**config.mk**
```make
export PLATFORM = sky130hd
export DESIGN_NAME = txr_fetch
export DESIGN_NICKNAME = d
export VERILOG_FILES = /design/src/rtl/txr_pkg.sv /design/src/rtl/txr_regs.sv /design/src/rtl/txr_walker.sv /design/src/rtl/txr_fetch.sv
export SDC_FILE = /design/constraint.sdc
export NUM_CORES = 1
export LEC_CHECK = 0
export BUFFER_PORTS_ARGS = -buffer_cell sky130_fd_sc_hd__buf_2
export CELL_PAD_IN_SITES_DETAIL_PLACEMENT = 1
export CELL_PAD_IN_SITES_GLOBAL_PLACEMENT = 2
export CORE_MARGIN = 4
export CORE_UTILIZATION = 29
export CTS_CLUSTER_SIZE = 12
export DETAILED_ROUTE_END_ITERATION = 12
export PLACE_DENSITY = 0.92
export REMOVE_ABC_BUFFERS = 1
export SLEW_MARGIN = 20
export SYNTH_ARGS = -nofsm -noshare
export SYNTH_HDL_FRONTEND = slang
export SYNTH_SLANG_ARGS = --single-unit
```
**constraint.sdc**
```tcl
create_clock -name clk -period 3.9 [get_ports clk]
set_input_delay 0.78 -clock clk [delete_from_list [all_inputs] [get_ports clk]]
set_output_delay 0.78 -clock clk [all_outputs]
set_load 0.005 [all_outputs]
```
**src/rtl/txr_pkg.sv**
```systemverilog
package txr_pkg;
  // register indices on the write port
  localparam logic [2:0] RA_CTL_SET = 3'd0;
  localparam logic [2:0] RA_CTL_CLR = 3'd1;
  localparam logic [2:0] RA_REQ     = 3'd2;
  localparam logic [2:0] RA_BASE    = 3'd3;
  localparam logic [2:0] RA_ACK     = 3'd4;

  localparam logic [15:0] LINK_TYPE = 16'h1001;
  localparam logic [15:0] LINK_SIZE = 16'd12;

  typedef enum logic [2:0] {
    W_HALT, W_IDLE, W_HDR, W_LINK, W_OFFER, W_FAULT
  } walk_state_t;

  // a record is legal when it is non-empty, word-multiple and ends inside its page
  function automatic logic rec_fits(input logic [31:0] off,
                                    input logic [15:0] sz,
                                    input logic [31:0] page_bytes);
    logic [31:0] end_pos;
    end_pos = off + {16'd0, sz};
    return (sz != 16'd0) && (sz[1:0] == 2'b00) && (end_pos <= page_bytes);
  endfunction

  function automatic logic is_link(input logic [15:0] ty);
    return ty == LINK_TYPE;
  endfunction
endpackage

```
**src/rtl/txr_regs.sv**
```systemverilog
module txr_regs
  import txr_pkg::*;
#(
  parameter int ADDR_W = 13,
  parameter int PEND_W = 8
) (
  input  logic              clk,
  input  logic              rst_n,
  input  logic              we,
  input  logic [2:0]        addr,
  input  logic [31:0]       wdata,
  input  logic              link_evt,
  input  logic              consume,
  output logic              halt,
  output logic              ien,
  output logic [ADDR_W-1:0] base,
  output logic              pend_nz,
  output logic              link_flag
);
  logic [PEND_W-1:0] pend;
  logic wr_set, wr_clr, wr_req, wr_base, wr_ack;
  logic unused_wdata;

  assign wr_set  = we && (addr == RA_CTL_SET);
  assign wr_clr  = we && (addr == RA_CTL_CLR);
  assign wr_req  = we && (addr == RA_REQ) && wdata[0];
  assign wr_base = we && (addr == RA_BASE);
  assign wr_ack  = we && (addr == RA_ACK);
  assign unused_wdata = ^wdata[31:ADDR_W];

  always_ff @(posedge clk or negedge rst_n) begin
    if (!rst_n) begin
      halt <= 1'b1;
      ien  <= 1'b0;
    end else if (wr_set) begin
      halt <= halt | wdata[0];
      ien  <= ien  | wdata[1];
    end else if (wr_clr) begin
      halt <= halt & ~wdata[0];
      ien  <= ien  & ~wdata[1];
    end
  end

  always_ff @(posedge clk or negedge rst_n) begin
    if (!rst_n) base <= '0;
    else if (wr_base) base <= wdata[ADDR_W-1:0];
  end

  always_ff @(posedge clk or negedge rst_n) begin
    if (!rst_n) pend <= '0;
    else if (halt) pend <= '0;
    else pend <= pend + PEND_W'(wr_req) - PEND_W'(consume);
  end
  assign pend_nz = (pend != '0);

  always_ff @(posedge clk or negedge rst_n) begin
    if (!rst_n) link_flag <= 1'b0;
    else if (link_evt) link_flag <= 1'b1;
    else if (wr_ack) link_flag <= 1'b0;
  end


  consume_ok_chk: assert property (@(posedge clk) disable iff (!rst_n)
    consume |-> pend != '0);

  link_flag_chk: assert property (@(posedge clk) disable iff (!rst_n)
    link_evt |=> link_flag);

  halt_clear_chk: assert property (@(posedge clk) disable iff (!rst_n)
    halt |=> pend == '0);
endmodule

```
**src/rtl/txr_walker.sv**
```systemverilog
module txr_walker
  import txr_pkg::*;
#(
  parameter int ADDR_W     = 13,
  parameter int PAGE_BYTES = 2048
) (
  input  logic              clk,
  input  logic              rst_n,
  input  logic              halt,
  input  logic [ADDR_W-1:0] base,
  input  logic              pend_nz,
  output logic              mem_re,
  output logic [ADDR_W-1:0] mem_addr,
  input  logic [31:0]       mem_rdata,
  output logic              msg_valid,
  input  logic              msg_ready,
  output logic [ADDR_W-1:0] msg_addr,
  output logic [15:0]       msg_size,
  output logic              link_evt,
  output logic              consume,
  output logic              fault
);
  localparam int PG_W = $clog2(PAGE_BYTES);

  walk_state_t state;
  logic [ADDR_W-1:0] ptr;
  logic [15:0] size_q;
  logic [15:0] hdr_size, hdr_type;
  logic hdr_ok, hdr_link;
  logic [31:0] ptr_off;
  logic unused_rd;

  assign hdr_size = mem_rdata[15:0];
  assign hdr_type = mem_rdata[31:16];
  assign ptr_off  = {{(32-PG_W){1'b0}}, ptr[PG_W-1:0]};
  assign hdr_ok   = rec_fits(ptr_off, hdr_size, 32'(PAGE_BYTES));
  assign hdr_link = is_link(hdr_type);
  assign unused_rd = ^{mem_rdata[31:ADDR_W], mem_rdata[PG_W-1:0]};

  assign mem_re = !halt && (((state == W_IDLE) && pend_nz) ||
                            ((state == W_HDR) && hdr_ok && hdr_link &&
                             (hdr_size == LINK_SIZE)));
  assign mem_addr  = (state == W_HDR) ? ptr + ADDR_W'(4) : ptr;
  assign msg_valid = (state == W_OFFER) && !halt;
  assign msg_addr  = ptr;
  assign msg_size  = size_q;
  assign link_evt  = (state == W_LINK) && !halt;
  assign consume   = msg_valid && msg_ready;
  assign fault     = (state == W_FAULT);

  always_ff @(posedge clk or negedge rst_n) begin
    if (!rst_n) begin
      state  <= W_HALT;
      ptr    <= '0;
      size_q <= '0;
    end else if (halt) begin
      state <= W_HALT;
      ptr   <= {base[ADDR_W-1:PG_W], {PG_W{1'b0}}};
    end else begin
      unique case (state)
        W_HALT: state <= W_IDLE;
        W_IDLE: if (pend_nz) state <= W_HDR;
        W_HDR: begin
          if (!hdr_ok) state <= W_FAULT;
          else if (hdr_link) state <= (hdr_size == LINK_SIZE) ? W_LINK : W_FAULT;
          else begin
            size_q <= hdr_size;
            state  <= W_OFFER;
          end
        end
        W_LINK: begin
          ptr   <= {mem_rdata[ADDR_W-1:PG_W], {PG_W{1'b0}}};
          state <= W_IDLE;
        end
        W_OFFER: if (msg_ready) begin
          ptr   <= ptr + ADDR_W'(size_q);
          state <= W_IDLE;
        end
        W_FAULT: state <= W_FAULT;
        default: state <= W_HALT;
      endcase
    end
  end


  halt_quiet_chk: assert property (@(posedge clk) disable iff (!rst_n)
    halt |=> !msg_valid && !mem_re);

  offer_hold_chk: assert property (@(posedge clk) disable iff (!rst_n)
    msg_valid && !msg_ready |=> halt ||
      (msg_valid && $stable(msg_addr) && $stable(msg_size)));

  fault_sticky_chk: assert property (@(posedge clk) disable iff (!rst_n)
    fault && !halt |=> fault);

  size_legal_chk: assert property (@(posedge clk) disable iff (!rst_n)
    msg_valid |-> (msg_size != 16'd0) && (msg_size[1:0] == 2'b00));

  link_jump_chk: assert property (@(posedge clk) disable iff (!rst_n)
    link_evt |=> msg_addr[PG_W-1:0] == '0);
endmodule

```
**src/rtl/txr_fetch.sv**
```systemverilog
module txr_fetch
  import txr_pkg::*;
#(
  parameter int ADDR_W     = 13,
  parameter int PAGE_BYTES = 2048,
  parameter int PEND_W     = 8
) (
  input  logic              clk,
  input  logic              rst_n,
  input  logic              reg_we,
  input  logic [2:0]        reg_addr,
  input  logic [31:0]       reg_wdata,
  output logic              mem_re,
  output logic [ADDR_W-1:0] mem_addr,
  input  logic [31:0]       mem_rdata,
  output logic              msg_valid,
  input  logic              msg_ready,
  output logic [ADDR_W-1:0] msg_addr,
  output logic [15:0]       msg_size,
  output logic [31:0]       irq_status,
  output logic              irq,
  output logic              fault
);
  logic halt, ien, pend_nz, link_flag, link_evt, consume;
  logic [ADDR_W-1:0] base;

  txr_regs #(.ADDR_W(ADDR_W), .PEND_W(PEND_W)) u_regs (
    .clk(clk), .rst_n(rst_n), .we(reg_we), .addr(reg_addr), .wdata(reg_wdata),
    .link_evt(link_evt), .consume(consume), .halt(halt), .ien(ien),
    .base(base), .pend_nz(pend_nz), .link_flag(link_flag)
  );

  txr_walker #(.ADDR_W(ADDR_W), .PAGE_BYTES(PAGE_BYTES)) u_walk (
    .clk(clk), .rst_n(rst_n), .halt(halt), .base(base), .pend_nz(pend_nz),
    .mem_re(mem_re), .mem_addr(mem_addr), .mem_rdata(mem_rdata),
    .msg_valid(msg_valid), .msg_ready(msg_ready), .msg_addr(msg_addr),
    .msg_size(msg_size), .link_evt(link_evt), .consume(consume), .fault(fault)
  );

  assign irq_status = {15'd0, link_flag, 16'd0};
  assign irq        = link_flag & ien;


  irq_gate_chk: assert property (@(posedge clk) disable iff (!rst_n)
    irq |-> irq_status[16]);
endmodule

```
==> impl_metrics.xml, run 1 <==
<?xml version="1.0" encoding="UTF-8"?>
<metrics>
  <group name="clocking">
    <metric name="tritoncts_num_sinks" unit="">45</metric>
    <metric name="cts_made_buffers" unit="">5</metric>
    <metric name="worst_setup_hold_path_clk_slew" unit="ns">0.06</metric>
    <metric name="clock_tree.htree_level_count" unit="">2</metric>
    <metric name="root_buffer" unit="">sky130_fd_sc_hd__clkbuf_16</metric>
    <metric name="worstSkewPairLatency" unit="ns">0.28</metric>
    <metric name="tritoncts" unit="">built</metric>
    <metric name="clock_path_buffers" unit="">2</metric>
    <metric name="cts-hold-fix-buffers" unit="">0</metric>
  </group>
  <group name="setup_path">
    <metric name="path_class" unit="">input pin to output pin</metric>
    <metric name="startpoint_type" unit="">input pin</metric>
    <metric name="timing.critical_path.arrival" unit="ns">3.21</metric>
    <metric name="cpPeakStageDelay" unit="ns">0.47</metric>
    <metric name="crit_start" unit="">mem_rdata[1]</metric>
    <metric name="crit_slowest_cell" unit="">sky130_fd_sc_hd__or4_1</metric>
    <metric name="crit-reg2reg-launch" unit="">u_walk.msg_addr[1]$_DFFE_PN0P_</metric>
    <metric name="worst-path-stages" unit="">11</metric>
    <metric name="path_delay_family" unit="">compound AO/OA/AOI/OAI gates</metric>
    <metric name="worst_reg_to_reg_cells" unit="">12</metric>
    <metric name="peak_fanout_along_the_critical_path" unit="">2</metric>
    <metric name="end_kind" unit="">output pin</metric>
    <metric name="worstPathRequired" unit="ns">3.12</metric>
    <metric name="worst-path-buf-inv" unit="">2</metric>
    <metric name="cells_along_the_critical_path" unit="">buf_8, ha_4, a211oi_4, nor2_2, or4_1, a2111o_1, o41ai_2, o2111a_2, nand3_2, a21boi_1, buf_2</metric>
  </group>
  <group name="layout">
    <metric name="finalInstanceArea" unit="mm2">0.00492</metric>
    <metric name="drive_above_1_share" unit="%">32.7</metric>
    <metric name="antennaDiodeCount" unit="">0</metric>
    <metric name="sequential_cell_area" unit="mm2">0.00113</metric>
    <metric name="final_cells" unit="">713</metric>
    <metric name="final_nets" unit="">650</metric>
    <metric name="area.growth.synth_to_final" unit="%">29.6</metric>
    <metric name="multi_input_area" unit="mm2">0.00251</metric>
    <metric name="filler_cell_count" unit="">1517</metric>
  </group>
  <group name="pwr">
    <metric name="power.density_cell_area" unit="mW/mm2">279</metric>
    <metric name="vdd_ir_drop_max" unit="uV">177</metric>
    <metric name="total_leakage_power" unit="nW">2.57</metric>
  </group>
  <group name="drt">
    <metric name="route.antenna.remaining_nets" unit="">0</metric>
    <metric name="vias" unit="">3504</metric>
    <metric name="drt-initial-drc-count" unit="">84</metric>
    <metric name="post_drt_via_cell_ratio" unit="">4.91</metric>
    <metric name="drt-pass1-iter-count" unit="">4</metric>
    <metric name="post_drt_wl_per_cell" unit="um">16.8</metric>
    <metric name="wirelength" unit="um">12000</metric>
    <metric name="drc" unit="">0</metric>
  </group>
  <group name="grt">
    <metric name="first_pass_grt_wire_length" unit="um">19500</metric>
    <metric name="first_global_vias" unit="">3806</metric>
    <metric name="grt.total_usage" unit="%">16.2</metric>
    <metric name="globalRouteOverflowTotal" unit="">0</metric>
    <metric name="grt_max_degree" unit="">46</metric>
    <metric name="grt_antenna_before_repair" unit="">0</metric>
  </group>
  <group name="yosys">
    <metric name="synth.mux.area_fraction" unit="%">4.95</metric>
    <metric name="post_synth_xor_area_fraction" unit="%">6.69</metric>
    <metric name="leading_post_synthesis_cells_by_cell_area" unit="">sky130_fd_sc_hd__dfrtp_1, sky130_fd_sc_hd__ha_1, sky130_fd_sc_hd__buf_4</metric>
    <metric name="synth_compound_gate_area_share" unit="%">16.9</metric>
    <metric name="synth_area_leader_cell" unit="">sky130_fd_sc_hd__dfrtp_1</metric>
    <metric name="ys_seq_elements" unit="">45</metric>
    <metric name="seq_area_frac_synth" unit="%">29.7</metric>
    <metric name="synth.top_cell.area_share" unit="%">29.0</metric>
    <metric name="synthArstFlopShare" unit="%">100</metric>
    <metric name="synth-adder-area-share" unit="%">13.1</metric>
    <metric name="most_frequently_used_flop_master_after_synthesis" unit="">sky130_fd_sc_hd__dfrtp_1</metric>
    <metric name="synth.avg_cell_area" unit="um2">9.32</metric>
    <metric name="synth_warnings" unit="">0</metric>
    <metric name="netlist_area" unit="mm2">0.00379</metric>
    <metric name="postSynthCellCount" unit="">407</metric>
    <metric name="yosys-top-cells-count" unit="">sky130_fd_sc_hd__dfrtp_1, sky130_fd_sc_hd__ha_1, sky130_fd_sc_hd__buf_4</metric>
    <metric name="synth_edf_count" unit="">0</metric>
    <metric name="synth.distinct_cells" unit="">61</metric>
    <metric name="share_of_synthesized_cell_area_in_and_or_nand_and_nor_gates" unit="%">18.7</metric>
    <metric name="largest_family_of_logic_cells_by_synthesized_area" unit="">simple AND/OR/NAND/NOR gates</metric>
    <metric name="synth_most_common_cell" unit="">sky130_fd_sc_hd__dfrtp_1</metric>
  </group>
  <group name="sta">
    <metric name="grt_setup_unrepaired" unit="">true</metric>
    <metric name="setup_viol" unit="">1</metric>
    <metric name="holdWs" unit="ns">0.491</metric>
    <metric name="finalHoldViolCount" unit="">0</metric>
    <metric name="tightestPinTransition" unit="ns">0.609</metric>
    <metric name="worst_slew_margin_rel" unit="%">59.4</metric>
    <metric name="number_of_pins_exceeding_their_max_slew_limit_in_the_final_report" unit="">0</metric>
    <metric name="period_minus_slack" unit="ns">3.99</metric>
    <metric name="fmax" unit="MHz">251</metric>
    <metric name="final_critical_path_setup_slack" unit="ns">-0.0895</metric>
    <metric name="finalClockSkew" unit="ns">0.00385</metric>
    <metric name="fin_crit_sh" unit="%">102</metric>
  </group>
  <group name="run_status">
    <metric name="violated_checks" unit="">setup timing</metric>
    <metric name="run_status" unit="">finished with violations</metric>
  </group>
  <group name="place">
    <metric name="port_buffers" unit="">89</metric>
    <metric name="detailed_place_hpwl" unit="um">9630</metric>
    <metric name="place_area" unit="mm2">0.00459</metric>
    <metric name="placed_cells_incl_taps" unit="">698</metric>
    <metric name="gpl.final_weighted_congestion" unit="">0.895</metric>
  </group>
  <group name="floorplan">
    <metric name="core" unit="mm2">0.0127</metric>
    <metric name="floorplan.io_pins" unit="">149</metric>
    <metric name="num_rows" unit="">41</metric>
    <metric name="die_w" unit="um">122</metric>
    <metric name="dieArea" unit="mm2">0.0150</metric>
    <metric name="die_h" unit="um">122</metric>
    <metric name="initial_utilization" unit="%">29.8</metric>
  </group>
  <group name="hold_path">
    <metric name="timing.hold.worst.class" unit="">flop to flop</metric>
    <metric name="min_path_cells" unit="">2</metric>
  </group>
  <group name="flow_run">
    <metric name="max_cap_violations" unit="">0</metric>
  </group>
</metrics>
## metal layers
layer | share of wire, % | routed length, um | up-vias | track usage [%]
met5 | 0 | 0 | - | 0
met4 | 2.2 | 267 | 0 | 4.41
met3 | 4.3 | 509 | 12 | 2.30
met2 | 54 | 6400 | 83 | 30.7
met1 | 40 | 4780 | 1726 | 18.9
li1 | - | - | 1683 | -
## flip-flops by register name, summed over array words and instances (netlist names), named ones only
name / count
u_regs.base: 2
u_regs.link_flag: 1
u_regs.pend: 8
u_walk.msg_addr: 13
u_walk.msg_size: 16
u_walk.state: 3
## stage by stage
stage / utilization (%) / total power, mW / TNS (ns) / setup WS [ns]
6_report: 38.7 / 1.37 / -0.0895 / -0.0895
5_1_grt: 38.7 / 1.46 / -0.238 / -0.238
4_1_cts: 38.1 / 1.39 / -0.175 / -0.175
3_5_place_dp: 36.1 / 0.949 / -0.299 / -0.299
3_3_place_gp: 36.1 / 0.929 / -0.293 / -0.293
2_1_floorplan: - / 0.782 / 0 / 0.123
## timing repair
| item | in CTS | in global routing |
|---|---|---|
| pin swaps | 9 | 8 |
| endpoints found under the setup margin | 1 | 1 |
| buffers inserted | 7 | 1 |
| resized for setup | 12 | 15 |
## tightest hold or removal path: cells and delay by family, from the launching register on
kind | cells | cell delay (ns)
AOI/OAI and AO/OA | 1 | 0.06
DFF | 1 | 0.35
and+or+nand+nor | 1 | 0.05
## area by class of cell
class,instances,area share (%)
clock buffer,7,2.90
timing repair buffer,139,17.4
sequential,45,22.9
tap,172,4.38
multi-input combinational,331,51.0
inverter,19,1.45
## where the power goes
part	switching (mW)	internal, mW	leakage (nW)
Combinational	0.210	0.182	1.88
Clock	0.173	0.252	0.0700
Sequential	0.0446	0.511	0.613
## cell families (layout without fill, tap and decap cells)
family | after synthesis | after routing
AOI/OAI and AO/OA | 90 | 90
xor gates and xnor gates | 29 | 29
adders and majority gates | 38 | 38
buffers and inverters | 61 | 165
DFF | 45 | 45
muxes | 17 | 17
other | 1 | 31
and+or+nand+nor | 126 | 126
## worst paths after layout
path	end	slack, ns
min in group asynchronous	u_regs.pend[4]$_DFF_PN0_	0.51
min	flop	0.49
max reg2reg	u_walk.msg_size[5]$_DFFE_PN0P_	0.42
min reg2reg	flop	0.49
max in group asynchronous	u_walk.msg_size[1]$_DFFE_PN0P_	2.98
max	mem_re	-0.09
## cells in the final DEF, fill, tap and decap left out, types with 3 or more instances in the layout
cell type                   instances
sky130_fd_sc_hd__a21o_1             7
sky130_fd_sc_hd__a21oi_1           19
sky130_fd_sc_hd__a22o_1            10
sky130_fd_sc_hd__a31oi_1            5
sky130_fd_sc_hd__and2_1             5
sky130_fd_sc_hd__and3_1             5
sky130_fd_sc_hd__and4_1             4
sky130_fd_sc_hd__buf_2             85
sky130_fd_sc_hd__buf_4             51
sky130_fd_sc_hd__clkbuf_16          5
sky130_fd_sc_hd__conb_1            31
sky130_fd_sc_hd__dfrtp_1           44
sky130_fd_sc_hd__ha_1              31
sky130_fd_sc_hd__ha_4               4
sky130_fd_sc_hd__inv_1             19
sky130_fd_sc_hd__mux2_1             4
sky130_fd_sc_hd__mux2_2            10
sky130_fd_sc_hd__mux2i_1            3
sky130_fd_sc_hd__nand2_1           16
sky130_fd_sc_hd__nand3_1           11
sky130_fd_sc_hd__nand3b_1           3
sky130_fd_sc_hd__nand4_1            3
sky130_fd_sc_hd__nor2_1            26
sky130_fd_sc_hd__nor2b_1           17
sky130_fd_sc_hd__nor3_1             6
sky130_fd_sc_hd__nor4_1             4
sky130_fd_sc_hd__nor4b_1            3
sky130_fd_sc_hd__o21ai_0           11
sky130_fd_sc_hd__o21bai_1           7
sky130_fd_sc_hd__o31ai_1            3
sky130_fd_sc_hd__or2_2              3
sky130_fd_sc_hd__or3_1              5
sky130_fd_sc_hd__xnor2_1           23
sky130_fd_sc_hd__xor2_1             5
Power figures use the tool's default switching activity.
==> run 2, diff against run 1 <==
--- a/config.mk
+++ b/config.mk
@@ -13,4 +13,5 @@
 export CTS_CLUSTER_SIZE = 12
 export DETAILED_ROUTE_END_ITERATION = 12
+export GPL_TIMING_DRIVEN = 0
 export PLACE_DENSITY = 0.92
 export REMOVE_ABC_BUFFERS = 1
==> constraint.sdc (replaced) <==
create_clock -name clk -period 3.9 [get_ports clk]
set_input_delay 0.78 -clock clk [delete_from_list [all_inputs] [get_ports clk]]
set_output_delay 0.78 -clock clk [all_outputs]
set_load 0.01 [all_outputs]
==> run 2 against run 1 <==
The run still ends with setup timing left. Non-clock buffer count decreased by 39. Count of clock-buffer cells in the layout unchanged. Via count shrank 4.5%. Die area is the same. Clock power up 6.4%. Worst hold slack worse by 0.0093 ns. Flip-flop and latch count did not move. Final area down 5.4%. Register-to-register slack worse by 0.32 ns. Core utilization is 2.1 points lower. Combinational power barely moved. Critical path type unchanged. Highest routed layer unchanged.
==> impl_metrics.xml, run 2 (synthesis results as in run 1) <==
<?xml version="1.0" encoding="UTF-8"?>
<metrics>
  <group name="layout">
    <metric name="filler_cell_count" unit="">1539</metric>
    <metric name="multi_input_area" unit="mm2">0.00254</metric>
    <metric name="largest_register_ffs" unit="">16</metric>
    <metric name="final_nets" unit="">611</metric>
    <metric name="sequential_cell_area" unit="mm2">0.00113</metric>
    <metric name="area.growth.synth_to_final" unit="%">22.6</metric>
    <metric name="drive_above_1_share" unit="%">29.0</metric>
    <metric name="final_cell_mix" unit="">sky130_fd_sc_hd__buf_2, sky130_fd_sc_hd__dfrtp_1, sky130_fd_sc_hd__conb_1</metric>
    <metric name="layout.cells.most_common" unit="">sky130_fd_sc_hd__buf_2</metric>
    <metric name="antennaDiodeCount" unit="">0</metric>
  </group>
  <group name="grt">
    <metric name="first_pass_grt_wire_length" unit="um">18600</metric>
    <metric name="globalRouteOverflowTotal" unit="">0</metric>
    <metric name="first_global_vias" unit="">3567</metric>
    <metric name="grt_max_degree" unit="">46</metric>
    <metric name="grt_antenna_before_repair" unit="">0</metric>
    <metric name="grt.total_usage" unit="%">15.6</metric>
  </group>
  <group name="setup_path">
    <metric name="crit-reg2reg-launch" unit="">u_walk.state[2]$_DFFE_PN0P_</metric>
    <metric name="worst_reg_to_reg_cells" unit="">15</metric>
    <metric name="rrSetupSlack" unit="ns">0.10</metric>
    <metric name="critical_path.reg2reg.endpoint" unit="">u_regs.pend[7]$_DFF_PN0_</metric>
    <metric name="peak_fanout_along_the_critical_path" unit="">4</metric>
    <metric name="end_kind" unit="">output pin</metric>
    <metric name="startpoint_type" unit="">input pin</metric>
    <metric name="timing.critical_path.arrival" unit="ns">3.31</metric>
    <metric name="path_class" unit="">input pin to output pin</metric>
    <metric name="worstPathRequired" unit="ns">3.12</metric>
  </group>
  <group name="pwr">
    <metric name="power" unit="mW">1.41</metric>
    <metric name="vdd_ir_drop_max" unit="uV">155</metric>
    <metric name="power.density_cell_area" unit="mW/mm2">303</metric>
    <metric name="total_leakage_power" unit="nW">2.37</metric>
  </group>
  <group name="sta">
    <metric name="tns" unit="ns">-0.190</metric>
    <metric name="fin_crit_sh" unit="%">105</metric>
    <metric name="period_minus_slack" unit="ns">4.09</metric>
    <metric name="setup_viol" unit="">1</metric>
    <metric name="tightestPinTransition" unit="ns">0.615</metric>
    <metric name="final_critical_path_setup_slack" unit="ns">-0.190</metric>
    <metric name="finalClockSkew" unit="ns">0.00627</metric>
    <metric name="fmax" unit="MHz">245</metric>
    <metric name="finalHoldViolCount" unit="">0</metric>
    <metric name="worst_slew_margin_rel" unit="%">59.0</metric>
    <metric name="grt_setup_unrepaired" unit="">true</metric>
    <metric name="number_of_pins_exceeding_their_max_slew_limit_in_the_final_report" unit="">0</metric>
  </group>
  <group name="floorplan">
    <metric name="initial_utilization" unit="%">29.8</metric>
    <metric name="die_w" unit="um">122</metric>
    <metric name="die_h" unit="um">122</metric>
    <metric name="dieArea" unit="mm2">0.0150</metric>
    <metric name="num_rows" unit="">41</metric>
    <metric name="core" unit="mm2">0.0127</metric>
    <metric name="floorplan.io_pins" unit="">149</metric>
  </group>
  <group name="place">
    <metric name="dp_worst_setup_slack" unit="ns">-0.514</metric>
    <metric name="detailed_place_hpwl" unit="um">9190</metric>
    <metric name="gpl.final_weighted_congestion" unit="">0.893</metric>
    <metric name="port_buffers" unit="">89</metric>
  </group>
  <group name="drt">
    <metric name="route.antenna.remaining_nets" unit="">0</metric>
    <metric name="post_drt_wl_per_cell" unit="um">17.3</metric>
    <metric name="drc" unit="">0</metric>
    <metric name="wirelength" unit="um">11700</metric>
    <metric name="vias" unit="">3348</metric>
    <metric name="drt-pass1-iter-count" unit="">4</metric>
    <metric name="post_drt_via_cell_ratio" unit="">4.96</metric>
    <metric name="drt-initial-drc-count" unit="">68</metric>
  </group>
  <group name="clocking">
    <metric name="tritoncts" unit="">built</metric>
    <metric name="tritoncts_num_sinks" unit="">45</metric>
    <metric name="cts_made_buffers" unit="">5</metric>
    <metric name="clock_path_buffers" unit="">2</metric>
    <metric name="worst_setup_hold_path_clk_slew" unit="ns">0.06</metric>
    <metric name="root_buffer" unit="">sky130_fd_sc_hd__clkbuf_16</metric>
    <metric name="clock_tree.htree_level_count" unit="">2</metric>
    <metric name="worstSkewPairLatency" unit="ns">0.29</metric>
  </group>
  <group name="hold_path">
    <metric name="timing.hold.worst.class" unit="">input pin to asynchronous set/reset pin</metric>
  </group>
  <group name="run_status">
    <metric name="run_status" unit="">finished with violations</metric>
    <metric name="violated_checks" unit="">setup timing</metric>
  </group>
  <group name="flow_run">
    <metric name="max_cap_violations" unit="">0</metric>
  </group>
</metrics>
-- run 2: cell count changes in the layout (fill, tap and decap cells not counted), sizes merged --
cell / before / now
buf: 139 / 100
clkinv: 0 / 1
-- run 2: power by group --
part | switching, mW | internal (mW)
clock network | 0.180 | 0.272
logic | 0.219 | 0.173
registers | 0.0553 | 0.511
-- run 2: worst max-delay path: stages --
cell and delay, ns:
sky130_fd_sc_hd__buf_2 0.14, sky130_fd_sc_hd__ha_4 0.27, sky130_fd_sc_hd__nor2_4 0.15, sky130_fd_sc_hd__nor2_1 0.08, sky130_fd_sc_hd__or4_1 0.48, sky130_fd_sc_hd__a2111o_1 0.45, sky130_fd_sc_hd__o41ai_2 0.25, sky130_fd_sc_hd__o2111a_2 0.29
sky130_fd_sc_hd__nand3_2 0.11, sky130_fd_sc_hd__a21boi_2 0.17, sky130_fd_sc_hd__buf_2 0.14
-- run 2: stage by stage --
step | cells | hold WS (ns) | util, % | instance area [um2]
finish | 675 | 0.482 | 36.6 | 4650
global route | 675 | 0.525 | 36.6 | 4650
CTS | 675 | 0.497 | 36.3 | 4610
detailed placement | 658 | 0.475 | 33.7 | 4290
global placement | 656 | 0.463 | 33.5 | 4260
floorplan | 395 | 0.442 | - | 3600
-- run 2: final cells by class --
type	instances	share of cell area, %
flip-flops and latches	45	24.3
clock buffers	7	3.28
repair buffers	100	11.6
clock inverters	1	0.108
inverters	19	1.53
well taps	172	4.63
multi-input cells	331	54.6
-- run 2: worst max-delay path by stage --
stage,start,end,slack (ns),depth (start not counted)
after floorplan,mem_rdata[1],mem_re,0.02,9
after global placement,mem_rdata[4],mem_re,-0.51,11
after detailed placement,mem_rdata[2],mem_re,-0.51,11
after CTS,mem_rdata[0],mem_re,-0.23,12
after global routing,mem_rdata[2],mem_re,-0.34,11
final,mem_rdata[2],mem_re,-0.19,11
-- run 2: routing by layer --
layer | GRT usage, % | wire [um] | part of all wire, %
met5 | 0 | 0 | 0
met4 | 4.55 | 242 | 2.1
met3 | 2.30 | 467 | 4.0
met2 | 29.4 | 6100 | 52
met1 | 18.1 | 4870 | 42
-- run 2: timing repair --
| item | in CTS | in global routing |
|---|---|---|
| setup buffers | 9 | 0 |
| gates resized for setup | 21 | 9 |
| pin swaps | 12 | 4 |
| setup endpoints to repair | 11 | 13 |
| hold buffers | 0 | 0 |
